File: src/rtl/led_fault_pkg.sv
package led_fault_pkg;
  typedef enum logic [2:0] {
    ST_OFF  = 3'd0,
    ST_STBY = 3'd1,
    ST_RUN  = 3'd2,
    ST_OVD  = 3'd3,
    ST_THD  = 3'd4,
    ST_THW  = 3'd5,
    ST_OCH  = 3'd6
  } seq_state_t;

  typedef struct packed {
    logic sw_en;
    logic clamp_dis;
    logic dim_rst;
    logic filt_rst;
  } seq_ctl_t;

  // Control outputs for each state
  function automatic seq_ctl_t ctl_of(input seq_state_t s);
    seq_ctl_t c;
    c = '0;
    case (s)
      ST_RUN: c.sw_en = 1'b1;
      ST_OVD: begin c.clamp_dis = 1'b1; c.dim_rst = 1'b1; end
      ST_THD: begin c.clamp_dis = 1'b1; c.filt_rst = 1'b1; end
      ST_THW: c.filt_rst = 1'b1;
      ST_OCH: c.filt_rst = 1'b1;
      default: c = '0;
    endcase
    return c;
  endfunction
endpackage

File: src/rtl/flag_sync.sv
module flag_sync #(
  parameter int WIDTH  = 6,
  parameter int STAGES = 2
) (
  input  logic             clk,
  input  logic             rst_n,
  input  logic [WIDTH-1:0] d_a,
  output logic [WIDTH-1:0] q_s
);
  logic [STAGES-1:0][WIDTH-1:0] chain;

  for (genvar g = 0; g < STAGES; g++) begin : g_stage
    if (g == 0) begin : g_first
      always_ff @(posedge clk or negedge rst_n)
        if (!rst_n) chain[0] <= '0;
        else        chain[0] <= d_a;
    end else begin : g_next
      always_ff @(posedge clk or negedge rst_n)
        if (!rst_n) chain[g] <= '0;
        else        chain[g] <= chain[g-1];
    end
  end

  assign q_s = chain[STAGES-1];
endmodule

File: src/rtl/fault_fsm.sv
module fault_fsm
  import led_fault_pkg::*;
(
  input  logic       clk,
  input  logic       rst_n,
  input  logic       sup_s,
  input  logic       ovp_s,
  input  logic       ocp_s,
  input  logic       hot_s,
  input  logic       cool_s,
  input  logic       line_s,
  output seq_state_t st
);
  seq_state_t st_n;
  logic       line_q;
  logic       line_rise;
  logic       active;

  assign line_rise = line_s & ~line_q;
  assign active    = (st == ST_STBY) || (st == ST_RUN) || (st == ST_OCH);

  always_comb begin
    st_n = st;
    case (st)
      ST_OFF: if (sup_s) st_n = ST_STBY;
      ST_STBY, ST_RUN, ST_OCH: begin
        if (ovp_s)       st_n = ST_OVD;
        else if (hot_s)  st_n = ST_THD;
        else if (!sup_s) st_n = ST_OFF;
        else if (st == ST_STBY && line_s)    st_n = ST_RUN;
        else if (st == ST_RUN && ocp_s)      st_n = ST_OCH;
        else if (st == ST_OCH && line_rise)  st_n = ST_RUN;
      end
      ST_OVD: if (!sup_s)  st_n = ST_OFF;
      ST_THD: if (!sup_s)  st_n = ST_THW;
      ST_THW: if (cool_s)  st_n = ST_OFF;
      default: st_n = ST_OFF;
    endcase
  end

  always_ff @(posedge clk or negedge rst_n)
    if (!rst_n) begin
      st     <= ST_OFF;
      line_q <= 1'b0;
    end else begin
      st     <= st_n;
      line_q <= line_s;
    end

  assert_ovp_entry_R4: assert property (@(posedge clk) disable iff (!rst_n)
    (active && ovp_s) |=> (st == ST_OVD));
  assert_thermal_over_ocp_R9: assert property (@(posedge clk) disable iff (!rst_n)
    (active && hot_s && !ovp_s) |=> (st == ST_THD));
  assert_ovd_hold_R5: assert property (@(posedge clk) disable iff (!rst_n)
    (st == ST_OVD && sup_s) |=> (st == ST_OVD));
  assert_och_no_level_R7: assert property (@(posedge clk) disable iff (!rst_n)
    (st == ST_OCH && sup_s && !ovp_s && !hot_s && !line_rise) |=> (st == ST_OCH));
  assert_thw_hold_R8: assert property (@(posedge clk) disable iff (!rst_n)
    (st == ST_THW && !cool_s) |=> (st == ST_THW));
endmodule

File: src/rtl/ctl_decode.sv
module ctl_decode
  import led_fault_pkg::*;
(
  input  logic       clk,
  input  logic       rst_n,
  input  seq_state_t st,
  output logic       sw_en,
  output logic       clamp_dis,
  output logic       dim_rst,
  output logic       filt_rst,
  output logic [2:0] state_code
);
  seq_ctl_t c;
  assign c          = ctl_of(st);
  assign sw_en      = c.sw_en;
  assign clamp_dis  = c.clamp_dis;
  assign dim_rst    = c.dim_rst;
  assign filt_rst   = c.filt_rst;
  assign state_code = st;

  assert_run_only_R3: assert property (@(posedge clk) disable iff (!rst_n)
    $rose(sw_en) |-> $past(state_code) inside {3'd1, 3'd6});
endmodule

File: src/rtl/led_fault_seq.sv
module led_fault_seq
  import led_fault_pkg::*;
#(
  parameter int SYNC_STAGES = 2
) (
  input  logic       clk,
  input  logic       rst_n,
  input  logic       supply_ok_a,
  input  logic       supply_ovp_a,
  input  logic       ocp_a,
  input  logic       temp_hot_a,
  input  logic       temp_cool_a,
  input  logic       line_hi_a,
  output logic       sw_en,
  output logic       clamp_dis,
  output logic       dim_rst,
  output logic       filt_rst,
  output logic [2:0] state_code
);
  localparam int NFLAG = 6;

  logic [NFLAG-1:0] raw_a, flg_s;
  seq_state_t       st;

  assign raw_a = {supply_ok_a, supply_ovp_a, ocp_a, temp_hot_a, temp_cool_a, line_hi_a};

  flag_sync #(.WIDTH(NFLAG), .STAGES(SYNC_STAGES)) u_sync (
    .clk(clk), .rst_n(rst_n), .d_a(raw_a), .q_s(flg_s));

  fault_fsm u_fsm (
    .clk(clk), .rst_n(rst_n),
    .sup_s(flg_s[5]), .ovp_s(flg_s[4]), .ocp_s(flg_s[3]),
    .hot_s(flg_s[2]), .cool_s(flg_s[1]), .line_s(flg_s[0]),
    .st(st));

  ctl_decode u_dec (
    .clk(clk), .rst_n(rst_n), .st(st),
    .sw_en(sw_en), .clamp_dis(clamp_dis), .dim_rst(dim_rst),
    .filt_rst(filt_rst), .state_code(state_code));
endmodule

File: config.mk
export PLATFORM = sky130hd
export DESIGN_NAME = led_fault_seq
export DESIGN_NICKNAME = d
export VERILOG_FILES = /design/src/rtl/led_fault_pkg.sv /design/src/rtl/flag_sync.sv /design/src/rtl/fault_fsm.sv /design/src/rtl/ctl_decode.sv /design/src/rtl/led_fault_seq.sv
export SDC_FILE = /design/constraint.sdc
export NUM_CORES = 1
export LEC_CHECK = 0
export BUFFER_PORTS_ARGS = -buffer_cell sky130_fd_sc_hd__buf_2
export CAP_MARGIN = 20
export CELL_PAD_IN_SITES_DETAIL_PLACEMENT = 0
export CELL_PAD_IN_SITES_GLOBAL_PLACEMENT = 2
export CORE_MARGIN = 8
export CORE_UTILIZATION = 32
export CTS_CLUSTER_DIAMETER = 120
export DETAILED_ROUTE_END_ITERATION = 10
export PLACE_DENSITY_LB_ADDON = 0.1
export SLEW_MARGIN = 25
export SYNTH_ARGS = -nofsm -noshare
export SYNTH_HDL_FRONTEND = slang
export SYNTH_SLANG_ARGS = --single-unit
File: constraint.sdc
create_clock -name clk -period 1.8 [get_ports clk]
set_input_delay 0.18 -clock clk [delete_from_list [all_inputs] [get_ports clk]]
set_output_delay 0.18 -clock clk [all_outputs]
set_load 0.005 [all_outputs]
==> results.md, run 1 <==
- The run finished with clean final reports.
- Combinational logic is responsible for 35.9% of the overall power.
- After Yosys synthesis, and, or, nand and nor cells account for 13.8% of the synthesized area.
- The design internal power is 0.000657 W.
- Across the routed clock network, the largest skew measured is 0.00768 ns.
- The repair_antennas step left the layout with diodes totalling 0.
- The average detailed-routed wire length per instance is 12.2 um.
- The final hold violation count is 0.
- The worst relative slew slack is 71.0%.
- The area growth from synthesis to layout is 30.4%.
- The startpoint-to-endpoint class of the critical path is reg -> out.
- The via count of the first global-routing pass was 494.
- Yosys instantiated no cell more often than sky130_fd_sc_hd__dfrtp_1.
- The most instantiated flip-flop cell in the synthesis netlist is sky130_fd_sc_hd__dfrtp_1.
- The total track usage is 7.66%.
- The wire length after detailed routing is 1270 um.
- After detailed routing, the number of vias per cell comes to 4.76.
- CTS placed an instance of sky130_fd_sc_hd__clkbuf_4 at the clock tree root.
- The routability-driven placement congestion ratio is 0.784.
- The number of top-level pins is 15.
- The first-pass GRT wire length is 2100 um.
- Of the post-synthesis cell area, the dominant cell type holds 62.4%.
- Of the post-synthesis cell area, the part taken by muxes is 0%.
- After the last flow step, the layout net total stands at 87.
- Synthesis handed over a netlist of 54 instances.
- The signal arrival time at the worst endpoint is 1.45 ns.
- The cell with the largest stage delay on the worst path is sky130_fd_sc_hd__dfrtp_1.
- Traced cell by cell, the critical path runs through inv_1, nor2_1, and2_1, a21o_1, buf_2.
- The latest clock arrival within the worst-skew pair is 0.27 ns.
- The achievable frequency is 614 MHz.
- Across the run, the number of max-cap violations was 0.
- The die boundary width is 60.8 um.
- Of the total power, the clock network draws 17.1%.
- The largest buffer count on any clock path is 2.
- The total of cells resized after clock tree synthesis is 0.
- In this run, synthesis inferred 0 flip-flops with an integrated enable.
- The shortest clock period the worst path allows after layout is 1.63 ns.
- The leakage component of the power is 0.389 nW.
- The kind of capture point of the worst setup path is an output port.
- The number of cells traversed by the worst register-to-register path is 3.
- The number of buffers added on ports is 14.
- Once the floorplan was initialized, standard cells occupied 33.4% of the core.
- Setup repair after global routing left no endpoint under its margin.
- Summing every instance area after synthesis gives 642 um2.
- For the final routed database, the setup TNS stands at 0 ns.
- The design draws 0.00101 W.
- STA puts the critical path data required time at 1.62 ns.
- CTS saw 16 sinks.
- CTS built an H-tree with a depth of 1.
- The most utilized layer in the global route result is met2.
- The largest family of logic cells by synthesized area is compound AO/OA/AOI/OAI gates.
- Ranked by total cell area, the synthesized netlist is headed by sky130_fd_sc_hd__dfrtp_1 (62%), sky130_fd_sc_hd__nor2_1 (3.5%), sky130_fd_sc_hd__a311oi_2 (2.3%), sky130_fd_sc_hd__a31oi_1 (1.9%), sky130_fd_sc_hd__nand2b_1 (1.9%).
- The non-filler instance count after layout is 104.
- The floorplan step set the die height to 60.8 um.
- The routed layout has 495 vias.
- The fraction of the yosys area taken by sequential cells is 62.4%.
- The slew at the pin closest to its max-slew limit is 0.435 ns.
- The met3 capacity usage during global routing is 3.18%.
- The violation count after the first detailed-route iteration is 2.
- Synthesis instantiated 29 different standard cells from the library.
- Of the total synthesized cell area, the portion taken by XOR and XNOR cells is 1.36%.
- Of all nets on the critical path, the largest fanout is 8.
- The tightest min-delay check is of the in -> async type.
- The number of remaining DRC errors is 0.
- Summed over all nets, the switching power comes to 0.000349 W.
- The number of optimization iterations in the first detailed-route pass is 4.
- The mean instance size in the synthesized netlist is 11.9 um2.
- The Yosys step of the flow raised 0 warnings.
- In the final layout, the share of cells above drive strength 1 is 28.6%.
- The final critical path takes up 90.5% of the cycle.
- The maximum number of pins on one net before global-route repair is 17.
- The floorplan step defined a die boundary enclosing 0.00369 mm2.
- The global route total overflow is 0.
- The number of placed instances with taps included is 94.
- The worst setup path is launched from a register.
- The switching fraction of total power is 34.7%.
- Sequential cells burn 47.0% of the power.
- The TritonCTS clock tree is built.
- The floorplan has 16 rows.
- In the synthesized netlist the async set-or-reset flop fraction comes to 100%.
- The clock slew seen by the registers of the worst setup and hold paths is 0.09 ns.
- The count of final setup violators is 0.
- The final standard cell utilization of the core is 43.6%.
- The library cell occupying the most area in the post-synthesis netlist is sky130_fd_sc_hd__dfrtp_1.
- The total power divided by cell area is 1200 mW/mm2.
- The initial antenna violation count was 0.
- The floorplan step defined a core boundary enclosing 0.00192 mm2.
- The HPWL reported at the end of detailed placement is 914 um.
- The synthesized netlist devotes 18.7% of its cell area to compound gates.
- The delay of the slowest cell on the worst path is 0.48 ns.
- Clock tree synthesis inserted a total of 3 buffers.
- The met1 usage is 8.02%.
- The final count of pins violating max slew is 0.
- The number of routed nets with antenna violations is 0.
- The worst ir drop on vdd is 0.622 mV.
- Of the total synthesized cell area, the portion taken by full adders, half adders and majority gates is 0%.
- By count the netlist is led by sky130_fd_sc_hd__dfrtp_1 (16), sky130_fd_sc_hd__nor2_1 (6), sky130_fd_sc_hd__inv_1 (3).
- Counting every net in the synthesized netlist gives 62.
- The global-route track usage on met2 is 12.8%.
- In this run the post-CTS setup repair buffer count came out at 0.
- Counting flops and latches in the post-synthesis netlist gives 16.
[cell families (layout without fill, tap and decap cells)]
| kind of cell | Yosys count | count (layout) |
|---|---|---|
| compound gates | 15 | 15 |
| simple gates | 16 | 16 |
| xor+xnor | 1 | 1 |
| buf+inv | 6 | 29 |
| flops | 16 | 16 |
[critical path, delay by kind of cell (launching register included)]
family,cells,cell delay (ns)
AOI/OAI and AO/OA,1,0.08
buffers and inverters,2,0.20
DFF,1,0.48
and+or+nand+nor,2,0.41
[registers in the layout (all words and copies together) (netlist names)]
name / count
u_sync.chain: 6
u_fsm.line_q: 1
u_sync.q_s: 6
u_fsm.st: 3
[worst paths after layout]
check	startpoint	endpoint	slack [ns]
worst max-delay path	u_fsm.st[0]	clamp_dis	0.17
worst min-delay path	rst_n	u_sync.chain[1]	0.33
worst max register to register	u_fsm.st[1]	u_fsm.st[1]	0.19
worst min register to register	u_sync.chain[4]	u_sync.q_s[4]	0.35
max in group asynchronous	rst_n	u_fsm.line_q	1.21
min in group clk	u_sync.chain[4]	u_sync.q_s[4]	0.35
[power by group through the flow]
stage	registers [W]	clock network [W]	logic, W
2_1_floorplan	0.000453	0	0.000243
3_3_place_gp	0.000484	0	0.000362
3_5_place_dp	0.000480	0	0.000352
4_1_cts	0.000473	0.000183	0.000361
5_1_grt	0.000485	0.000198	0.000404
6_report	0.000473	0.000173	0.000361
[metal layers]
metal	share of wire [%]	wire length (um)
met5	0	0
met4	0	0
met3	6.6	84
met2	49	614
met1	45	567
[area by class of cell]
cell class	instances	area, um2
flip-flops and latches	16	400
well taps	27	33.8
repair buffers	22	148
fillers	219	1080
clock buffers	3	22.5
multi-input cells	32	218
inverters	4	15.0
[what timing repair did]
| item | CTS | global route |
|---|---|---|
| hold buffers | 4 | 3 |
| hold endpoints to repair | 19 | 3 |
| setup endpoints to repair | 0 | 0 |
[per-stage QoR]
step | hold slack [ns] | instance area, um2 | worst slack, ns
3_3_place_gp | 0.112 | 744 | 0.246
2_1_floorplan | -0.116 | 642 | 0.445
5_1_grt | 0.359 | 837 | 0.00466
6_report | 0.330 | 837 | 0.170
4_1_cts | 0.00169 | 807 | 0.141
3_5_place_dp | 0.107 | 744 | 0.260
[cells in the final DEF, fill, tap and decap left out, types with 2 or more instances in the layout]
cell,instances
sky130_fd_sc_hd__a21oi_1,2
sky130_fd_sc_hd__a31oi_1,2
sky130_fd_sc_hd__buf_2,14
sky130_fd_sc_hd__clkbuf_4,3
sky130_fd_sc_hd__dfrtp_1,16
sky130_fd_sc_hd__dlygate4sd3_1,7
sky130_fd_sc_hd__inv_1,3
sky130_fd_sc_hd__nand2b_1,2
sky130_fd_sc_hd__nor2_1,6
Note: power is estimated with default switching activity, not from simulation.
==> run 2, diff against run 1 <==
--- a/config.mk
+++ b/config.mk
@@ -7,7 +7,7 @@
 export LEC_CHECK = 0
 export BUFFER_PORTS_ARGS = -buffer_cell sky130_fd_sc_hd__buf_2
 export CAP_MARGIN = 20
-export CELL_PAD_IN_SITES_DETAIL_PLACEMENT = 0
+export CELL_PAD_IN_SITES_DETAIL_PLACEMENT = 1
 export CELL_PAD_IN_SITES_GLOBAL_PLACEMENT = 2
 export CORE_MARGIN = 8
 export CORE_UTILIZATION = 32
==> results.md, run 2 (synthesized netlist as in run 1, its figures left out) <==
- The clock sink count came to 16 (unchanged).
- The count of final setup violators is 0 (unchanged).
- The count of filler cells inserted in the layout came to 219 (unchanged).
- The via count normalized by instance count is 4.75 (was 4.76).
- The HPWL reported at the end of detailed placement was 1010 um (was 914 um).
- The most common cell after layout, fill and taps aside is sky130_fd_sc_hd__dfrtp_1 (unchanged).
- Cells traversed along the worst timing path: inv_1, nor2_1, and2_1, a21o_1, buf_2 (unchanged).
- The TritonCTS clock tree is built (unchanged).
- Unrepaired setup endpoints after global routing: no (unchanged).
- The data required time of the critical path is 1.62 ns (about the same).
- The final critical-path share of the clock period is 91.4% (was 90.5%).
- The path class of the lowest-slack min-delay path is in -> async (unchanged).
- The number of buffers created by CTS is 3 (unchanged).
- The routability-driven placement congestion ratio is 0.784 (unchanged).
- The clock slew seen by the registers of the worst setup and hold paths is 0.09 ns (about the same).
- The final hold violation count is 0 (unchanged).
- The number of buffers added on ports was 14 (unchanged).
- The root buffer cell is sky130_fd_sc_hd__clkbuf_4 (unchanged).
- The routed via count is 494 (was 495).
- The worst ir drop on vdd is 0.659 mV (was 0.622 mV).
- The shortest clock period the worst path allows after layout is 1.65 ns (was 1.63 ns).
- The initial cell density of the core is 33.4% (unchanged).
- Commonest cells after routing, fill and taps aside: sky130_fd_sc_hd__dfrtp_1 (16), sky130_fd_sc_hd__buf_2 (14), sky130_fd_sc_hd__dlygate4sd3_1 (7) (unchanged).
- The area of the die is 0.00369 mm2 (unchanged).
- The average detailed-routed wire length per instance is 13.1 um (was 12.2 um).
- The wire length after detailed routing was 1370 um (was 1270 um).
- The signal arrival time at the worst endpoint is 1.47 ns (was 1.45 ns).
- The number of top-level pins is 15 (unchanged).
- The max-cap violation count is 0 (unchanged).
- The multi-input combinational cell area came to 218 um2 (unchanged).
- The sort of element at the start of the critical path is a register (unchanged).
- The worst relative slew slack is 71.1% (was 71.0%).
- The number of optimization iterations in the first detailed-route pass is 3 (was 4).
- The via count of the first global-routing pass is 519 (was 494).
- The total power divided by cell area is 1210 mW/mm2 (was 1200 mW/mm2).
- The delay of the slowest cell on the worst path came to 0.48 ns (about the same).
- The sum of negative setup slack is 0 ns (unchanged).
- The global route total overflow was 0 (unchanged).
- The final antenna diode count came to 0 (unchanged).
- The cell with the largest stage delay on the worst path is sky130_fd_sc_hd__dfrtp_1 (unchanged).
- The peak fanout along the critical path is 8 (unchanged).
- The total of cells resized after clock tree synthesis is 0 (unchanged).
- The total track usage was 8.06% (was 7.66%).
- The achievable frequency is 608 MHz (was 614 MHz).
- The number of cells traversed by the worst register-to-register path is 4 (was 3).
- The first-pass GRT wire length is 2270 um (was 2100 um).
- The kind of capture point of the worst setup path is an output port (unchanged).
- The largest buffer count on any clock path is 2 (unchanged).
- The area growth from synthesis to final layout is 30.4% (unchanged).
- The standard-cell row count is 16 (unchanged).
- The initial antenna violation count came to 0 (unchanged).
- The slew at the pin closest to its max-slew limit is 0.434 ns (was 0.435 ns).
- The latest clock arrival within the worst-skew pair is 0.27 ns (about the same).
- The standard cell core area is 0.00192 mm2 (unchanged).
- The number of routed nets with antenna violations is 0 (unchanged).
- The area taken by flip-flops and latches is 400 um2 (unchanged).
- The leakage component of the power came to 0.389 nW (unchanged).
- The ratio of cells with drive above 1 in the final layout is 28.6% (unchanged).
- The die boundary width is 60.8 um (unchanged).
- The count of nets after finishing is 87 (unchanged).
- The level count of the clock H-tree is 1 (unchanged).
- The floorplan die height came to 60.8 um (unchanged).
- The minimum hold slack was 0.328 ns (was 0.330 ns).
- The maximum number of pins on one net before global-route repair is 17 (unchanged).
- The internal reg-to-reg setup slack is 0.25 ns (was 0.19 ns).
- The number of remaining DRC errors is 0 (unchanged).
- The final worst clock skew is 0.00785 ns (was 0.00768 ns).
- The final count of pins violating max slew is 0 (unchanged).
- Result of the run: finished clean (unchanged).
- The violation count after the first detailed-route iteration is 10 (was 2).
- The startpoint-to-endpoint class of the critical path is reg -> out (unchanged).
[run 2: final timing paths]
check / from / to
hold reg to reg: u_sync.chain[0] / u_sync.q_s[0]
min in group clk: u_sync.chain[0] / u_sync.q_s[0]
setup reg to reg: u_fsm.st[1] / u_fsm.st[1]
hold / removal: rst_n / u_sync.chain[1]
max in group asynchronous: rst_n / u_fsm.st[2]
setup / recovery: u_fsm.st[0] / clamp_dis
[run 2: worst max-delay path: cells and delay by family, from the launching register on]
| family | cells | cell delay [ns] |
|---|---|---|
| buffers and inverters | 2 | 0.21 |
| AND/OR/NAND/NOR | 2 | 0.42 |
| AO/OA/AOI/OAI | 1 | 0.08 |
| flip-flops | 1 | 0.48 |
[run 2: through the flow]
stage	cell area (um2)	total power (W)	worst slack, ns	util, %	cells
2_1_floorplan	642	0.000695	0.445	-	54
3_3_place_gp	744	0.000846	0.246	38.7	94
4_1_cts	787	0.00102	0.125	41.0	99
3_5_place_dp	744	0.000839	0.271	38.7	94
5_1_grt	837	0.00110	0.0164	43.6	104
6_report	837	0.00101	0.154	43.6	104
[run 2: repair_timing]
item / CTS / global route
buffers inserted: 0 / 0
hold buffers: 2 / 5
endpoints found under the hold margin: 17 / 5
[run 2: report_power, final]
group	switching, W	total (W)	internal (W)	leakage (nW)
clock	0.000102	0.000179	0.0000773	0.0138
sequential	0.0000699	0.000473	0.000403	0.189
combinational	0.000185	0.000362	0.000177	0.186
[run 2: cell type report]
class	instances	area share, %
sequential	16	47.8
multi-input combinational	32	26.0
timing repair buffer	22	17.6
tap	27	4.04
clock buffer	3	2.69
inverter	4	1.79
[run 2: metal layers]
layer	vias to the layer above	wire length (um)	global-route usage (%)
met5	-	0	0
met4	0	8	1.99
met3	2	92	3.18
met2	12	635	13.1
met1	242	630	9.67
li1	238	-	-
